==> config.mk <==
export PLATFORM = sky130hd
export DESIGN_NAME = cec_rx
export DESIGN_NICKNAME = d
export VERILOG_FILES = /design/src/rtl/cec_rx_pkg.sv /design/src/rtl/cec_tick_gen.sv /design/src/rtl/cec_line_filter.sv /design/src/rtl/cec_rx_fsm.sv /design/src/rtl/cec_rx_array.sv /design/src/rtl/cec_rx.sv
export SDC_FILE = /design/constraint.sdc
export NUM_CORES = 1
export LEC_CHECK = 0
export CORE_MARGIN = 10
export CORE_UTILIZATION = 40
export DETAILED_ROUTE_END_ITERATION = 8
export DONT_BUFFER_PORTS = 1
export GPL_TIMING_DRIVEN = 0
export HOLD_SLACK_MARGIN = 0.06
export PLACE_DENSITY = 0.52
export SYNTH_ARGS = -nofsm -noshare
export SYNTH_HDL_FRONTEND = slang
export SYNTH_HIERARCHICAL = 1
export SYNTH_SLANG_ARGS = --single-unit
==> constraint.sdc <==
create_clock -name clk_i -period 9.2 [get_ports clk_i]
set_input_delay 0.46 -clock clk_i [delete_from_list [all_inputs] [get_ports clk_i]]
set_output_delay 0.46 -clock clk_i [all_outputs]
set_load 0.02 [all_outputs]
==> src/rtl/cec_rx_pkg.sv <==
package cec_rx_pkg;
  typedef enum logic [2:0] {S_IDLE, S_ST_LOW, S_ST_HIGH, S_BIT_LOW, S_BIT_HIGH} rx_state_e;

  localparam int unsigned EV_W      = 9;
  localparam int unsigned EV_SOM    = 0;
  localparam int unsigned EV_EOM    = 1;
  localparam int unsigned EV_DONE   = 2;
  localparam int unsigned EV_LPULSE = 3;
  localparam int unsigned EV_HPULSE = 4;
  localparam int unsigned EV_STOUT  = 5;
  localparam int unsigned EV_DTOUT  = 6;
  localparam int unsigned EV_MIN    = 7;
  localparam int unsigned EV_MAX    = 8;

  // durations in time base ticks
  localparam logic [7:0] T_SAMPLE      = 8'd21;
  localparam logic [7:0] T_ACK         = 8'd30;
  localparam logic [7:0] T_ST_LOW_MIN  = 8'd70;
  localparam logic [7:0] T_ST_LOW_MAX  = 8'd78;
  localparam logic [7:0] T_ST_PER_MIN  = 8'd86;
  localparam logic [7:0] T_ST_TOUT     = 8'd90;
  localparam logic [7:0] T_BIT_MIN     = 8'd41;
  localparam logic [7:0] T_BIT_MAX     = 8'd55;
  localparam logic [7:0] T_D_TOUT      = 8'd52;
  localparam logic [3:0] ADDR_BCAST    = 4'hF;
endpackage

==> src/rtl/cec_tick_gen.sv <==
module cec_tick_gen #(
  parameter int unsigned DIV_W = 16
) (
  input  logic             clk_i,
  input  logic             rst_ni,
  input  logic [DIV_W-1:0] div_i,
  output logic             tick_o
);
  logic [DIV_W-1:0] cnt_q;
  logic             tick_q;
  logic [DIV_W:0]   nxt;

  assign nxt = {1'b0, cnt_q} + 1'b1;

  always_ff @(posedge clk_i or negedge rst_ni) begin
    if (!rst_ni) begin
      cnt_q  <= '0;
      tick_q <= 1'b0;
    end else if (nxt >= {1'b0, div_i}) begin
      cnt_q  <= '0;
      tick_q <= 1'b1;
    end else begin
      cnt_q  <= nxt[DIV_W-1:0];
      tick_q <= 1'b0;
    end
  end

  assign tick_o = tick_q;
endmodule

==> src/rtl/cec_line_filter.sv <==
module cec_line_filter #(
  parameter int unsigned FILT_LEN = 4
) (
  input  logic clk_i,
  input  logic rst_ni,
  input  logic line_i,
  input  logic filt_en_i,
  output logic line_o
);
  localparam int unsigned CW = $clog2(FILT_LEN + 1);

  logic          sync1_q, sync2_q, filt_q;
  logic [CW-1:0] cnt_q;

  always_ff @(posedge clk_i or negedge rst_ni) begin
    if (!rst_ni) begin
      sync1_q <= 1'b1;
      sync2_q <= 1'b1;
      filt_q  <= 1'b1;
      cnt_q   <= '0;
    end else begin
      sync1_q <= line_i;
      sync2_q <= sync1_q;
      if (sync2_q == filt_q) begin
        cnt_q <= '0;
      end else if (cnt_q == CW'(FILT_LEN - 1)) begin
        filt_q <= sync2_q;
        cnt_q  <= '0;
      end else begin
        cnt_q <= cnt_q + 1'b1;
      end
    end
  end

  assign line_o = filt_en_i ? filt_q : sync2_q;
endmodule

==> src/rtl/cec_rx_fsm.sv <==
module cec_rx_fsm
  import cec_rx_pkg::*;
(
  input  logic            clk_i,
  input  logic            rst_ni,
  input  logic            tick_i,
  input  logic            line_i,
  input  logic [15:0]     addr_table_i,
  input  logic [2:0]      sbit_sel_i,
  input  logic [2:0]      dbit_sel_i,
  input  logic [3:0]      lpulse_min_i,
  input  logic [3:0]      hpulse_min_i,
  output logic [EV_W-1:0] ev_o,
  output logic            wr_o,
  output logic [7:0]      wr_data_o,
  output logic            pull_o
);
  rx_state_e       state_q;
  logic [7:0]      cnt_q, rise_q, pull_cnt_q, wr_data_q;
  logic [3:0]      bit_idx_q;
  logic [6:0]      shift_q;
  logic            line_d, samp_q, hdr_q, acc_q, dir_q, eom_q, pull_q, wr_q;
  logic [EV_W-1:0] ev_q;

  logic       fall, rise, hit;
  logic [7:0] st_tout, dt_tout, lp_min, hp_min, hi_len;
  logic [7:0] byte_v;

  assign fall    = line_d & ~line_i;
  assign rise    = ~line_d & line_i;
  assign st_tout = T_ST_TOUT + {4'b0, sbit_sel_i, 1'b0};
  assign dt_tout = T_D_TOUT + {4'b0, dbit_sel_i, 1'b0};
  assign lp_min  = {4'b0, lpulse_min_i};
  assign hp_min  = {4'b0, hpulse_min_i};
  assign hi_len  = cnt_q - rise_q;
  assign byte_v  = {shift_q, line_i};
  assign hit     = (byte_v[3:0] == ADDR_BCAST) || addr_table_i[byte_v[3:0]];

  always_ff @(posedge clk_i or negedge rst_ni) begin
    if (!rst_ni) begin
      state_q    <= S_IDLE;
      cnt_q      <= '0;
      rise_q     <= '0;
      pull_cnt_q <= '0;
      wr_data_q  <= '0;
      bit_idx_q  <= '0;
      shift_q    <= '0;
      line_d     <= 1'b1;
      samp_q     <= 1'b0;
      hdr_q      <= 1'b0;
      acc_q      <= 1'b0;
      dir_q      <= 1'b0;
      eom_q      <= 1'b0;
      pull_q     <= 1'b0;
      wr_q       <= 1'b0;
      ev_q       <= '0;
    end else begin
      ev_q   <= '0;
      wr_q   <= 1'b0;
      line_d <= line_i;
      if (tick_i && cnt_q != 8'hFF) cnt_q <= cnt_q + 1'b1;
      if (pull_q && tick_i) begin
        if (pull_cnt_q == T_ACK - 1'b1) pull_q <= 1'b0;
        else pull_cnt_q <= pull_cnt_q + 1'b1;
      end
      unique case (state_q)
        S_IDLE: begin
          if (fall) begin
            state_q <= S_ST_LOW;
            cnt_q   <= '0;
          end
        end
        S_ST_LOW: begin
          if (rise) begin
            rise_q <= cnt_q;
            if (cnt_q < lp_min) begin
              ev_q[EV_LPULSE] <= 1'b1;
              state_q         <= S_IDLE;
            end else if (cnt_q < T_ST_LOW_MIN) begin
              ev_q[EV_MIN] <= 1'b1;
              state_q      <= S_IDLE;
            end else begin
              state_q <= S_ST_HIGH;
            end
          end else if (cnt_q > T_ST_LOW_MAX) begin
            ev_q[EV_MAX] <= 1'b1;
            state_q      <= S_IDLE;
          end
        end
        S_ST_HIGH: begin
          if (fall) begin
            if (hi_len < hp_min) begin
              ev_q[EV_HPULSE] <= 1'b1;
              state_q         <= S_IDLE;
            end else if (cnt_q < T_ST_PER_MIN) begin
              ev_q[EV_MIN] <= 1'b1;
              state_q      <= S_IDLE;
            end else begin
              ev_q[EV_SOM] <= 1'b1;
              state_q      <= S_BIT_LOW;
              cnt_q        <= '0;
              samp_q       <= 1'b0;
              bit_idx_q    <= '0;
              hdr_q        <= 1'b1;
              acc_q        <= 1'b0;
              dir_q        <= 1'b0;
              eom_q        <= 1'b0;
            end
          end else if (cnt_q >= st_tout) begin
            ev_q[EV_STOUT] <= 1'b1;
            state_q        <= S_IDLE;
          end
        end
        S_BIT_LOW, S_BIT_HIGH: begin
          if (state_q == S_BIT_LOW && rise) begin
            rise_q <= cnt_q;
            if (cnt_q < lp_min) begin
              ev_q[EV_LPULSE] <= 1'b1;
              state_q         <= S_IDLE;
            end else begin
              state_q <= S_BIT_HIGH;
            end
          end else if (state_q == S_BIT_HIGH && fall) begin
            if (hi_len < hp_min) begin
              ev_q[EV_HPULSE] <= 1'b1;
              state_q         <= S_IDLE;
            end else if (cnt_q < T_BIT_MIN) begin
              ev_q[EV_MIN] <= 1'b1;
              state_q      <= S_IDLE;
            end else if (cnt_q > T_BIT_MAX) begin
              ev_q[EV_MAX] <= 1'b1;
              state_q      <= S_IDLE;
            end else begin
              state_q   <= S_BIT_LOW;
              cnt_q     <= '0;
              samp_q    <= 1'b0;
              bit_idx_q <= (bit_idx_q == 4'd9) ? 4'd0 : bit_idx_q + 1'b1;
              if (bit_idx_q == 4'd8 && acc_q && dir_q) begin
                pull_q     <= 1'b1;
                pull_cnt_q <= '0;
              end
            end
          end else if (cnt_q >= dt_tout) begin
            ev_q[EV_DTOUT] <= 1'b1;
            state_q        <= S_IDLE;
          end else if (!samp_q && cnt_q >= T_SAMPLE) begin
            samp_q <= 1'b1;
            if (bit_idx_q < 4'd8) begin
              shift_q <= byte_v[6:0];
              if (bit_idx_q == 4'd7) begin
                hdr_q     <= 1'b0;
                wr_data_q <= byte_v;
                if (hdr_q) begin
                  acc_q <= hit;
                  dir_q <= (byte_v[3:0] != ADDR_BCAST);
                  wr_q  <= hit;
                end else begin
                  wr_q <= acc_q;
                end
              end
            end else if (bit_idx_q == 4'd8) begin
              eom_q <= line_i;
              if (line_i && acc_q) ev_q[EV_EOM] <= 1'b1;
            end else if (eom_q) begin
              if (acc_q) ev_q[EV_DONE] <= 1'b1;
              state_q <= S_IDLE;
            end
          end
        end
        default: state_q <= S_IDLE;
      endcase
    end
  end

  assign ev_o      = ev_q;
  assign wr_o      = wr_q;
  assign wr_data_o = wr_data_q;
  assign pull_o    = pull_q;

  AST_EV_EXCLUSIVE: assert property (@(posedge clk_i) disable iff (!rst_ni)
    $onehot0(ev_q));
  AST_PULL_DIRECTED: assert property (@(posedge clk_i) disable iff (!rst_ni)
    $rose(pull_q) |-> (acc_q && dir_q && bit_idx_q == 4'd9));
  AST_WR_IN_BYTE: assert property (@(posedge clk_i) disable iff (!rst_ni)
    wr_q |-> (bit_idx_q == 4'd7 && acc_q));
endmodule

==> src/rtl/cec_rx_array.sv <==
module cec_rx_array #(
  parameter int unsigned DEPTH = 16,
  parameter int unsigned CNT_W = $clog2(DEPTH + 1),
  parameter int unsigned IDX_W = $clog2(DEPTH)
) (
  input  logic             clk_i,
  input  logic             rst_ni,
  input  logic             wr_i,
  input  logic [7:0]       wr_data_i,
  input  logic             done_i,
  input  logic             clr_i,
  input  logic [IDX_W-1:0] rd_idx_i,
  output logic [7:0]       rd_data_o,
  output logic [CNT_W-1:0] cnt_o,
  output logic             ovr_o
);
  logic [7:0]       mem_q [DEPTH];
  logic [CNT_W-1:0] cnt_q;
  logic             ovr_q, frz_q;

  always_ff @(posedge clk_i or negedge rst_ni) begin
    if (!rst_ni) begin
      cnt_q <= '0;
      ovr_q <= 1'b0;
      frz_q <= 1'b0;
      for (int i = 0; i < DEPTH; i++) mem_q[i] <= '0;
    end else if (clr_i) begin
      cnt_q <= '0;
      ovr_q <= 1'b0;
      frz_q <= 1'b0;
    end else begin
      if (done_i) frz_q <= 1'b1;
      if (wr_i && !frz_q) begin
        if (cnt_q == CNT_W'(DEPTH)) begin
          ovr_q <= 1'b1;
        end else begin
          mem_q[cnt_q[IDX_W-1:0]] <= wr_data_i;
          cnt_q <= cnt_q + 1'b1;
        end
      end
    end
  end

  assign rd_data_o = mem_q[rd_idx_i];
  assign cnt_o     = cnt_q;
  assign ovr_o     = ovr_q;

  AST_CNT_LIMIT: assert property (@(posedge clk_i) disable iff (!rst_ni)
    cnt_q <= CNT_W'(DEPTH));
  AST_OVR_AT_FULL: assert property (@(posedge clk_i) disable iff (!rst_ni)
    $rose(ovr_q) |-> cnt_q == CNT_W'(DEPTH));
  AST_FROZEN_HOLD: assert property (@(posedge clk_i) disable iff (!rst_ni)
    (frz_q && !clr_i) |=> $stable(cnt_q));
endmodule

==> src/rtl/cec_rx.sv <==
module cec_rx
  import cec_rx_pkg::*;
#(
  parameter int unsigned DIV_W    = 16,
  parameter int unsigned FILT_LEN = 4,
  parameter int unsigned DEPTH    = 16,
  localparam int unsigned CNT_W   = $clog2(DEPTH + 1),
  localparam int unsigned IDX_W   = $clog2(DEPTH)
) (
  input  logic             clk_i,
  input  logic             rst_ni,
  input  logic             cec_i,
  output logic             cec_pull_o,
  input  logic             filt_en_i,
  input  logic [DIV_W-1:0] tick_div_i,
  input  logic [15:0]      addr_table_i,
  input  logic [2:0]       sbit_sel_i,
  input  logic [2:0]       dbit_sel_i,
  input  logic [3:0]       lpulse_min_i,
  input  logic [3:0]       hpulse_min_i,
  input  logic [EV_W-1:0]  irq_en_i,
  input  logic             sts_clr_i,
  input  logic [EV_W-1:0]  sts_clr_mask_i,
  output logic [EV_W-1:0]  sts_o,
  output logic             irq_o,
  input  logic             arr_clr_i,
  input  logic [IDX_W-1:0] rd_idx_i,
  output logic [7:0]       rd_data_o,
  output logic [CNT_W-1:0] rx_cnt_o,
  output logic             rx_ovr_o
);
  logic            tick, line_f, wr;
  logic [7:0]      wr_data;
  logic [EV_W-1:0] ev, sts_q, clr_m;

  cec_tick_gen #(.DIV_W(DIV_W)) u_tick (
    .clk_i, .rst_ni, .div_i(tick_div_i), .tick_o(tick)
  );

  cec_line_filter #(.FILT_LEN(FILT_LEN)) u_filt (
    .clk_i, .rst_ni, .line_i(cec_i), .filt_en_i, .line_o(line_f)
  );

  cec_rx_fsm u_fsm (
    .clk_i, .rst_ni, .tick_i(tick), .line_i(line_f), .addr_table_i,
    .sbit_sel_i, .dbit_sel_i, .lpulse_min_i, .hpulse_min_i,
    .ev_o(ev), .wr_o(wr), .wr_data_o(wr_data), .pull_o(cec_pull_o)
  );

  cec_rx_array #(.DEPTH(DEPTH), .CNT_W(CNT_W), .IDX_W(IDX_W)) u_arr (
    .clk_i, .rst_ni, .wr_i(wr), .wr_data_i(wr_data), .done_i(ev[EV_DONE]),
    .clr_i(arr_clr_i), .rd_idx_i, .rd_data_o, .cnt_o(rx_cnt_o), .ovr_o(rx_ovr_o)
  );

  assign clr_m = sts_clr_i ? sts_clr_mask_i : '0;

  always_ff @(posedge clk_i or negedge rst_ni) begin
    if (!rst_ni) sts_q <= '0;
    else         sts_q <= (sts_q & ~clr_m) | ev;
  end

  assign sts_o = sts_q;
  assign irq_o = |(sts_q & irq_en_i);

  AST_EVENT_LATCHED: assert property (@(posedge clk_i) disable iff (!rst_ni)
    (|ev) |=> ((sts_q & $past(ev)) == $past(ev)));
  AST_STICKY: assert property (@(posedge clk_i) disable iff (!rst_ni)
    !sts_clr_i |=> ((sts_q & $past(sts_q)) == $past(sts_q)));
endmodule

==> results.yml, run 1 <==
status:
  outcome: "finished with violations"
  violations: "hold timing"
final_layout:
  layout_commonest_cell: "dfrtp_1"
  mostFrequentLayoutCells: "dfrtp_1 (226), mux2_2 (146), nand2_1 (69), ha_1 (55), inv_1 (49)"
  syn_to_final_growth_pct: 11.43
  final_nets: 1175
  utilization: 0.4553
  instances_no_fill: 1454
  drive_gt1_frac: 0.2707
  n_antenna_cell: 0
setup_path:
  critPathCapture: "u_fsm/eom_q"
  crit_chain: "inv_1 -> ha_1 -> inv_1 -> fa_1 -> xor2_1 -> ha_1 -> a21oi_1 -> a21boi_0 -> a2111o_1 -> o31ai_1 -> or2_1 -> o211ai_1"
  crit-reg2reg-launch: "u_fsm/cnt_q[0]"
  rrSetupSlack_ns: 5.51
  cp.arrival_ns: 4.09
  cp_slowest_cell: "o31ai_1"
  setup.worst_path.class: "register to register"
  cp.required_ns: 9.60
  slowest_delay_ns: 0.67
  endpoint_kind: "register"
  startpoint_type: "register"
  rr_worst_depth: 12
  critPathMaxFanout: 8
  reg2reg_to: "u_fsm/eom_q"
  startpoint: "u_fsm/cnt_q[0]"
power:
  leakage_nw: 6.482
  switching_power_w: 0.0007952
  p_per_area_nw_per_um2: 199.0
  ir_worst_vdd_mv: 0.1385
  p_total_w: 0.002714
  power.share.switching: 0.2930
  pwr-share-comb: 0.194
  clock_power_share: 0.387
  intPower_w: 0.001919
  power_frac_seq: 0.419
routing:
  drt-initial-drc-count: 364
  wl_mm: 28.44
  drt_drc_violations_left: 0
  ant_nets: 0
  wl_per_cell_um: 19.56
  via_per_inst: 5.402
  vias: 7855
  firstDrtPassIters: 4
grt:
  grt_max_degree: 231
  grt_pass1_vias: 8219
  grt_antenna_before_repair: 0
  track_usage: 0.1471
  grt_pass1_wl_mm: 46.47
  grt_overflow: 0
floorplanning:
  initial_utilization: 0.4086
  die_y_um: 194.9
  rows: 63
  core_area_um2: 29950
  die_area_um2: 38000
  io_pins: 99
  die_w_um: 194.9
sta:
  max_clock_freq_mhz: 271.0
  grt_setup_unrepaired: "no"
  finalMaxSlewViolations: 0
  worst_slew_pin_slew_ns: 1.218
  fin_crit_ns: 3.690
  fin_tns_setup_ns: 0
  layout_setup_ws_ns: 5.510
  maxSlewHeadroom: 0.1883
  hold_viol: 1
  setup_violations: 0
  clock_skew_ns: 0.01674
  period_share: 0.4011
  hold_ws_ns: -0.002405
placement:
  preCtsSetupSlack_ns: 5.529
  place.gp.congestion: 0.8141
  place.port_buffers: 0
  place_inst: 1404
  hpwlAfterDp_mm: 19.94
synth:
  synth_seq_area_share: 0.4707
  avgSynthCellArea_um2: 12.07
  syn-num-nets: 1144
  synth_top_area_share: 0.4621
  synth_warnings: 6
  ys.flop_type: "dfrtp_1"
  yosys.area.top_type: "dfrtp_1"
  synth_area_leaders: "dfrtp_1 (46%), mux2_2 (13%), mux4_2 (6.4%), ha_1 (5.6%), nand2_1 (2.1%)"
  async_flop_share: 1.000
  synth.cell_area_um2: 12240
  synthDistinctLibCells: 82
  synth_edf_count: 0
  ys_ff_latch: 230
  syn_inst: 1014
worst_hold_path:
  min_path_type: "input port to asynchronous set/reset pin"
clocking:
  insertion_delay_ns: 0.54
  post_cts_buffers: 0
  h-tree-depth: 1
  cts_buffers: 27
  cts.sinks: 230
  clockBufferDepth: 3
  cts_tree: "built"
  cts.clk_slew.worst_paths_ns: 0.06
  cts_root_buf: "clkbuf_16"
flow_run:
  drv_cap: 0
-- metal layers --
metal | track usage | routed length, um | vias up
met2 | 0.2303 | 12930 | 104
met1 | 0.2067 | 13900 | 3946
li1 | - | - | 3769
met4 | 0.03381 | 497 | 0
met5 | 0 | 0 | -
met3 | 0.02581 | 1111 | 36
-- cell families (layout without fill, tap and decap cells) --
group	count (synthesis)	count (layout)	synth area share
buffers and inverters	91	141	0.03190
XOR/XNOR	33	33	0.02361
multiplexers	185	185	0.2022
AND/OR/NAND/NOR	272	272	0.1279
AO/OA/AOI/OAI	147	147	0.08587
flip-flops	230	230	0.4707
adder cells (fa/ha/maj)	56	56	0.05786
-- final cells by class --
cell class,instances,area (um2)
Timing Repair Buffer,2,37.54
Multi-Input combinational cell,693,6088
Fill cell,2790,16320
Buffer,42,206.4
Inverter,49,183.9
Sequential cell,230,5761
Tap cell,390,488.0
Clock buffer,32,734.5
Clock inverter,16,138.9
-- timing repair --
action | in CTS | in global routing
endpoints found under the hold margin | 231 | 0
endpoints found under the setup margin | 0 | 0
gates resized for setup | 0 | 0
hold buffers | 2 | 0
-- through the flow --
stage	area [um2]	hold WS, ns
6_report	13640	-0.002405
5_1_grt	13640	0.1038
3_3_place_gp	12730	0.1724
3_5_place_dp	12730	0.1746
2_1_floorplan	12240	0.1644
4_1_cts	13640	0.08060
-- synthesized netlist by cell type (all sizes together) (20+ instances only) --
| cell | n |
|---|---|
| dfrtp | 226 |
| a21oi | 25 |
| xnor2 | 22 |
| mux2 | 148 |
| clkbuf | 22 |
| nand2 | 69 |
| inv | 49 |
| mux4 | 35 |
| nand3 | 36 |
| ha | 55 |
| buf | 20 |
| nor2 | 54 |
| o21ai | 30 |
-- power groups by stage --
stage	sequential, W	combinational (W)	clock [W]
floorplan	0.00114	0.000395	0
global placement	0.00116	0.000503	0
detailed placement	0.00115	0.000510	0
CTS	0.00114	0.000535	0.00108
global route	0.00115	0.000605	0.00112
finish	0.00114	0.000527	0.00105
-- state kept, by name, summed over array words and instances, names as in the netlist, 3 cells and up --
signal / cells
u_arr/mem_q: 128
u_tick/cnt_q: 16
sts_o: 9
u_fsm/ev_o: 9
u_fsm/cnt_q: 8
u_fsm/pull_cnt_q: 8
u_fsm/rise_q: 8
u_fsm/wr_data_o: 8
u_fsm/shift_q: 7
u_arr/cnt_o: 5
u_fsm/bit_idx_q: 4
u_filt/cnt_q: 3
u_fsm/state_q: 3
-- critical path, delay by kind of cell, from the launching register on --
kind                       cells  cell delay [ns]
xor gates and xnor gates       1             0.19
buffers and inverters          2             0.26
DFF                            1             0.50
and+or+nand+nor                1             0.21
adders and majority gates      3             0.86
AOI/OAI and AO/OA              5             1.52
-- how the worst min path moves through the flow --
stage | to | slack, ns | cells past startpoint
2_1_floorplan | sts_o[0] | 0.16 | 0
3_3_place_gp | u_filt/cnt_q[0] | 0.17 | 0
3_5_place_dp | u_filt/cnt_q[0] | 0.17 | 0
4_1_cts | sts_o[6] | 0.08 | 2
5_1_grt | u_arr/ovr_o | 0.10 | 1
6_report | u_arr/ovr_o | -0.002 | 1
Power figures use the tool's default switching activity.
==> run 2: changes to the inputs <==
clock period = 3.8 ns   (was 9.2 ns; I/O delays follow)
==> run 2 against run 1 <==
- the run still ends with hold timing left
- global-route usage rose by 0.056 points
- sequential power rose by 140%
- hold slack got worse by 0.64 ns
- highest routed layer unchanged
==> results.yml, run 2 (synthesized netlist as in run 1, its figures left out) <==
floorplanning:
  rows: 63
  die_y_um: 194.9
  io_pins: 99
  die_w_um: 194.9
  die_area_um2: 38000
  core_area_um2: 29950
  initial_utilization: 0.4086
final_layout:
  fillers: 2775
  drive_gt1_frac: 0.2671
  largest_register: "u_arr/mem_q"
  layout_commonest_cell: "dfrtp_1"
  n_antenna_cell: 0
  stdcell_area_um2: 13810
  utilization: 0.4612
  largest_reg_flops: 128
  mostFrequentLayoutCells: "dfrtp_1 (226), mux2_2 (146), nand2_1 (69), ha_1 (55)"
  reg.largest.list: "u_arr/mem_q: 128 flops, u_tick/cnt_q: 16 flops"
  final_nets: 1193
  syn_to_final_growth_pct: 12.86
power:
  ir_worst_vdd_mv: 0.3344
  leakage_nw: 6.539
  p_total_w: 0.006549
  p_per_area_nw_per_um2: 474.1
setup_path:
  setup.worst_path.class: "register to register"
  startpoint_type: "register"
  critPathMaxFanout: 8
  rr_worst_depth: 13
  cp.arrival_ns: 4.00
  endpoint_kind: "register"
  crit-reg2reg-launch: "u_fsm/cnt_q[0]"
  cp.required_ns: 4.21
  rrSetupSlack_ns: 0.21
  reg2reg_to: "u_fsm/dir_q"
sta:
  maxSlewHeadroom: 0.4501
  setup_violations: 0
  grt_setup_unrepaired: "no"
  finalMaxSlewViolations: 0
  worst_slew_pin_slew_ns: 0.8248
  hold_viol: 230
  max_clock_freq_mhz: 278.5
  fin_tns_setup_ns: 0
  hold_ws_ns: -0.6417
  fin_crit_ns: 3.591
  period_share: 0.9450
  clock_skew_ns: 0.01650
grt:
  met2_usage: 0.2306
  gr-max-usage-layer: "met2"
  grt_antenna_before_repair: 0
  track_usage: 0.1476
  grt_pass1_vias: 8298
  grt_max_degree: 231
  use_met1: 0.2078
  grtUsageMet3: 0.02616
  grt_overflow: 0
  grt_pass1_wl_mm: 46.71
clocking:
  cts_buffers: 27
  insertion_delay_ns: 0.54
  h-tree-depth: 1
  clockBufferDepth: 3
  holdBufCountCts: 20
  cts_root_buf: "clkbuf_16"
  cts.sinks: 230
  post_cts_buffers: 0
  cts_tree: "built"
  cts.clk_slew.worst_paths_ns: 0.06
routing:
  ant_nets: 0
  via_per_inst: 5.410
  drt-initial-drc-count: 396
  wl_mm: 28.46
  firstDrtPassIters: 4
  wl_per_cell_um: 19.33
  vias: 7964
  drt_drc_violations_left: 0
worst_hold_path:
  min_path_type: "input port to asynchronous set/reset pin"
placement:
  placed_area_um2: 12730
  place.port_buffers: 0
  place.gp.congestion: 0.8141
  hpwlAfterDp_mm: 19.94
status:
  violations: "hold timing"
  outcome: "finished with violations"
flow_run:
  drv_cap: 0
[run 2: cell types whose count changed in the layout (fill, tap and decap cells not counted)]
cell / previous run / this run
o31ai_2: 0 / 1
dlygate4sd3_1: 1 / 20
inv_1: 49 / 48
a211oi_2: 3 / 2
a211oi_4: 0 / 1
buf_16: 1 / 0
o31ai_1: 3 / 2
inv_2: 0 / 1
[run 2: area by class of cell]
| type | instances | area, um2 | area share |
|---|---|---|---|
| Multi-Input combinational cell | 693 | 6101 | 0.4417 |
| Sequential cell | 230 | 5761 | 0.4170 |
| Clock buffer | 32 | 734.5 | 0.05317 |
| Tap cell | 390 | 488.0 | 0.03533 |
| Buffer | 42 | 206.4 | 0.01495 |
| Timing Repair Buffer | 20 | 200.2 | 0.01449 |
| Inverter | 49 | 183.9 | 0.01332 |
| Clock inverter | 16 | 138.9 | 0.01005 |
[run 2: report_power, final]
part	leakage, nW	switching (W)	total, W	internal [W]
sequential	3.12	0.000154	0.00276	0.00261
clock	0.439	0.00103	0.00254	0.00151
combinational	2.98	0.000706	0.00125	0.000545
total	6.54	0.00189	0.00655	0.00466
[run 2: through the flow]
step / std cells / worst slack (ns)
final: 1472 / 0.2091
after global routing: 1472 / 0.05208
after CTS: 1472 / 0.08609
after detailed placement: 1404 / 0.1290
after global placement: 1404 / 0.1287
after floorplan: 1014 / 0.6378
[run 2: worst max-delay path: stages (launching register included)]
cell and delay, ns:
dfrtp_1 0.50, inv_2 0.17, ha_1 0.15, inv_1 0.04
fa_1 0.40, xor2_1 0.19, ha_1 0.29, a21oi_1 0.15
a21boi_0 0.11, a2111o_1 0.51, or2_1 0.27, buf_6 0.14
a32oi_1 0.19, mux2_1 0.35
[run 2: worst max path at each step]
stage | startpoint | endpoint | slack [ns] | cells after the start
finish | u_fsm/cnt_q[0] | u_fsm/dir_q | 0.21 | 13
global route | u_fsm/cnt_q[0] | u_fsm/dir_q | 0.05 | 13
CTS | u_fsm/cnt_q[0] | u_fsm/eom_q | 0.09 | 12
detailed placement | u_fsm/cnt_q[0] | u_fsm/eom_q | 0.13 | 12
global placement | u_fsm/cnt_q[0] | u_fsm/eom_q | 0.13 | 12
floorplan | u_fsm/cnt_q[0] | u_fsm/dir_q | 0.64 | 13
[run 2: timing repair]
item / in CTS / in global routing
endpoints found under the setup margin: 0 / 12
hold endpoints to repair: 241 / 230
gates resized for setup: 0 / 3
[run 2: layer usage]
layer  up-vias  wire, um
li1       3794         -
met1      4032     13870
met2       102     13000
met3        36      1086
met4         0       497
met5         -         0
==> run 3: changes to the inputs <==
CORE_ASPECT_RATIO = 0.9   (was default)
==> run 3 against run 2 <==
- the run still ends with hold timing left
- fmax rose by 1.7%
- cell count grew 0.95%
- cell area rose by 0.32%
- combinational power about the same
- register-to-register slack improved by 0.06 ns
- setup slack improved by 0.061 ns
- clock power rose by 3%
- sequential power about the same
==> results.yml, run 3 (synthesized netlist as in run 1, its figures left out) <==
placement:
  place.gp.congestion: 0.8189
  hpwlAfterDp_mm: 20.00
  place.port_buffers: 0
  preCtsSetupSlack_ns: 0.1875
  place_inst: 1417
setup_path:
  cp.required_ns: 4.24
  cp.arrival_ns: 3.97
  crit_chain: "inv_1 -> ha_1 -> inv_1 -> fa_1 -> xor2_1 -> ha_1 -> a21oi_1 -> a21boi_0 -> a2111o_1 -> or2_1 -> buf_6 -> a32oi_1 -> mux2_1"
  slowest_delay_ns: 0.51
  critPathMaxFanout: 8
  startpoint_type: "register"
  critPathTopFamily: "compound AO/OA/AOI/OAI gates"
  cp_slowest_cell: "a2111o_1"
  setup.worst_path.class: "register to register"
  endpoint_kind: "register"
  crit_buf_inv: 3
status:
  violations: "hold timing"
  outcome: "finished with violations"
floorplanning:
  rows: 60
  die_y_um: 185.9
  die_w_um: 204.4
  io_pins: 99
  initial_utilization: 0.4076
  core_area_um2: 30030
  die_area_um2: 38000
final_layout:
  reg.largest.list: "u_arr/mem_q: 128 flops, u_tick/cnt_q: 16 flops"
  mostFrequentLayoutCells: "dfrtp_1 (226), mux2_2 (146), nand2_1 (69), ha_1 (55), inv_1 (49)"
  layout_commonest_cell: "dfrtp_1"
  syn_to_final_growth_pct: 13.22
  instances_no_fill: 1486
  n_antenna_cell: 0
  drive_gt1_frac: 0.2613
  largest_register: "u_arr/mem_q"
  final_nets: 1193
  largest_reg_flops: 128
grt:
  track_usage: 0.1525
  grt_pass1_vias: 8180
  grt_max_degree: 231
  grt_overflow: 0
  grt_pass1_wl_mm: 46.62
  grt_antenna_before_repair: 0
clocking:
  cts_root_buf: "clkbuf_16"
  h-tree-depth: 1
  holdBufCountCts: 20
  cts.clk_slew.worst_paths_ns: 0.06
  cts.sinks: 230
  insertion_delay_ns: 0.56
  post_cts_buffers: 0
  clockBufferDepth: 3
  cts_tree: "built"
  cts_buffers: 27
routing:
  wl_per_cell_um: 19.28
  wl_mm: 28.65
  vias: 8029
  drt_drc_violations_left: 0
  drt-initial-drc-count: 493
  via_per_inst: 5.403
  ant_nets: 0
  firstDrtPassIters: 5
sta:
  fin_tns_setup_ns: 0
  fin_crit_ns: 3.530
  max_clock_freq_mhz: 283.3
  finalMaxSlewViolations: 0
  period_share: 0.9289
  worst_slew_pin_slew_ns: 0.8712
  hold_ws_ns: -0.6720
  hold_viol: 230
  clock_skew_ns: 0.02765
  grt_setup_unrepaired: "no"
  layout_setup_ws_ns: 0.2702
  setup_violations: 0
  maxSlewHeadroom: 0.4167
power:
  ir_worst_vdd_mv: 0.4623
  leakage_nw: 6.541
  p_per_area_nw_per_um2: 478.3
worst_hold_path:
  min_path_type: "input port to asynchronous set/reset pin"
flow_run:
  drv_cap: 0
-- run 3: changes by cell type in the layout (fill, tap and decap cells not counted) --
| cell | before | now |
|---|---|---|
| clkinv_2 | 11 | 3 |
| inv_2 | 1 | 0 |
| clkbuf_1 | 23 | 29 |
| inv_6 | 1 | 0 |
| inv_1 | 48 | 49 |
| a211oi_2 | 2 | 3 |
| a211oi_4 | 1 | 0 |
| clkbuf_8 | 4 | 7 |
| inv_16 | 0 | 1 |
-- run 3: final timing paths --
| check | start | endpoint | slack [ns] | cells past startpoint |
|---|---|---|---|---|
| worst max-delay path | u_fsm/cnt_q[0] | u_fsm/dir_q | 0.27 | 13 |
| worst min-delay path | rst_ni | sts_o[7] | -0.67 | 0 |
| worst max register to register | u_fsm/cnt_q[0] | u_fsm/dir_q | 0.27 | 13 |
| worst min register to register | u_filt/sync1_q | u_filt/sync2_q | 0.35 | 0 |
| max in group asynchronous | rst_ni | u_arr/mem_q[81] | 4.09 | 0 |
| min in group clk_i | addr_table_i[13] | u_fsm/wr_o | 0.12 | 4 |
-- run 3: final cells by class --
| cell class | count | area (um2) |
|---|---|---|
| Timing Repair Buffer | 20 | 200.2 |
| Buffer | 42 | 206.4 |
| Sequential cell | 230 | 5761 |
| Clock inverter | 8 | 110.1 |
| Fill cell | 2781 | 16170 |
| Clock buffer | 41 | 798.3 |
| Tap cell | 403 | 504.2 |
| Multi-Input combinational cell | 693 | 6093 |
| Inverter | 49 | 183.9 |
-- run 3: worst reg2reg max path: stages, from the launching register on --
cell and delay, ns:
dfrtp_1 0.48, inv_1 0.19, ha_1 0.17, inv_1 0.05, fa_1 0.40, xor2_1 0.18
ha_1 0.29, a21oi_1 0.14, a21boi_0 0.10, a2111o_1 0.51, or2_1 0.28, buf_6 0.14
a32oi_1 0.18, mux2_1 0.34
-- run 3: stage by stage --
stage	hold slack, ns	instance area [um2]	util	total power (W)
2_1_floorplan	-0.1056	12240	-	0.003718
3_3_place_gp	-0.09645	12740	0.4244	0.004013
6_report	-0.6720	13860	0.4615	0.006627
4_1_cts	-0.6906	13850	0.4613	0.006727
5_1_grt	-0.6992	13860	0.4615	0.007039
3_5_place_dp	-0.09450	12740	0.4244	0.004028
-- run 3: timing repair --
item                                    in CTS  in global routing
gates resized for setup                      0                  1
endpoints found under the setup margin       0                  4
endpoints found under the hold margin      241                230
-- run 3: power breakdown --
part	internal (W)	switching, W	total (W)
clock	0.00158	0.00104	0.00262
combinational	0.000543	0.000703	0.00125
sequential	0.00261	0.000152	0.00276
total	0.00473	0.00190	0.00663
-- run 3: per-layer routing --
| layer | global-route usage | wire (um) | up-vias |
|---|---|---|---|
| met2 | 0.2285 | 12540 | 148 |
| li1 | - | - | 3797 |
| met5 | 0 | 0 | - |
| met4 | 0.03729 | 548 | 0 |
| met3 | 0.02938 | 1274 | 32 |
| met1 | 0.2211 | 14290 | 4052 |
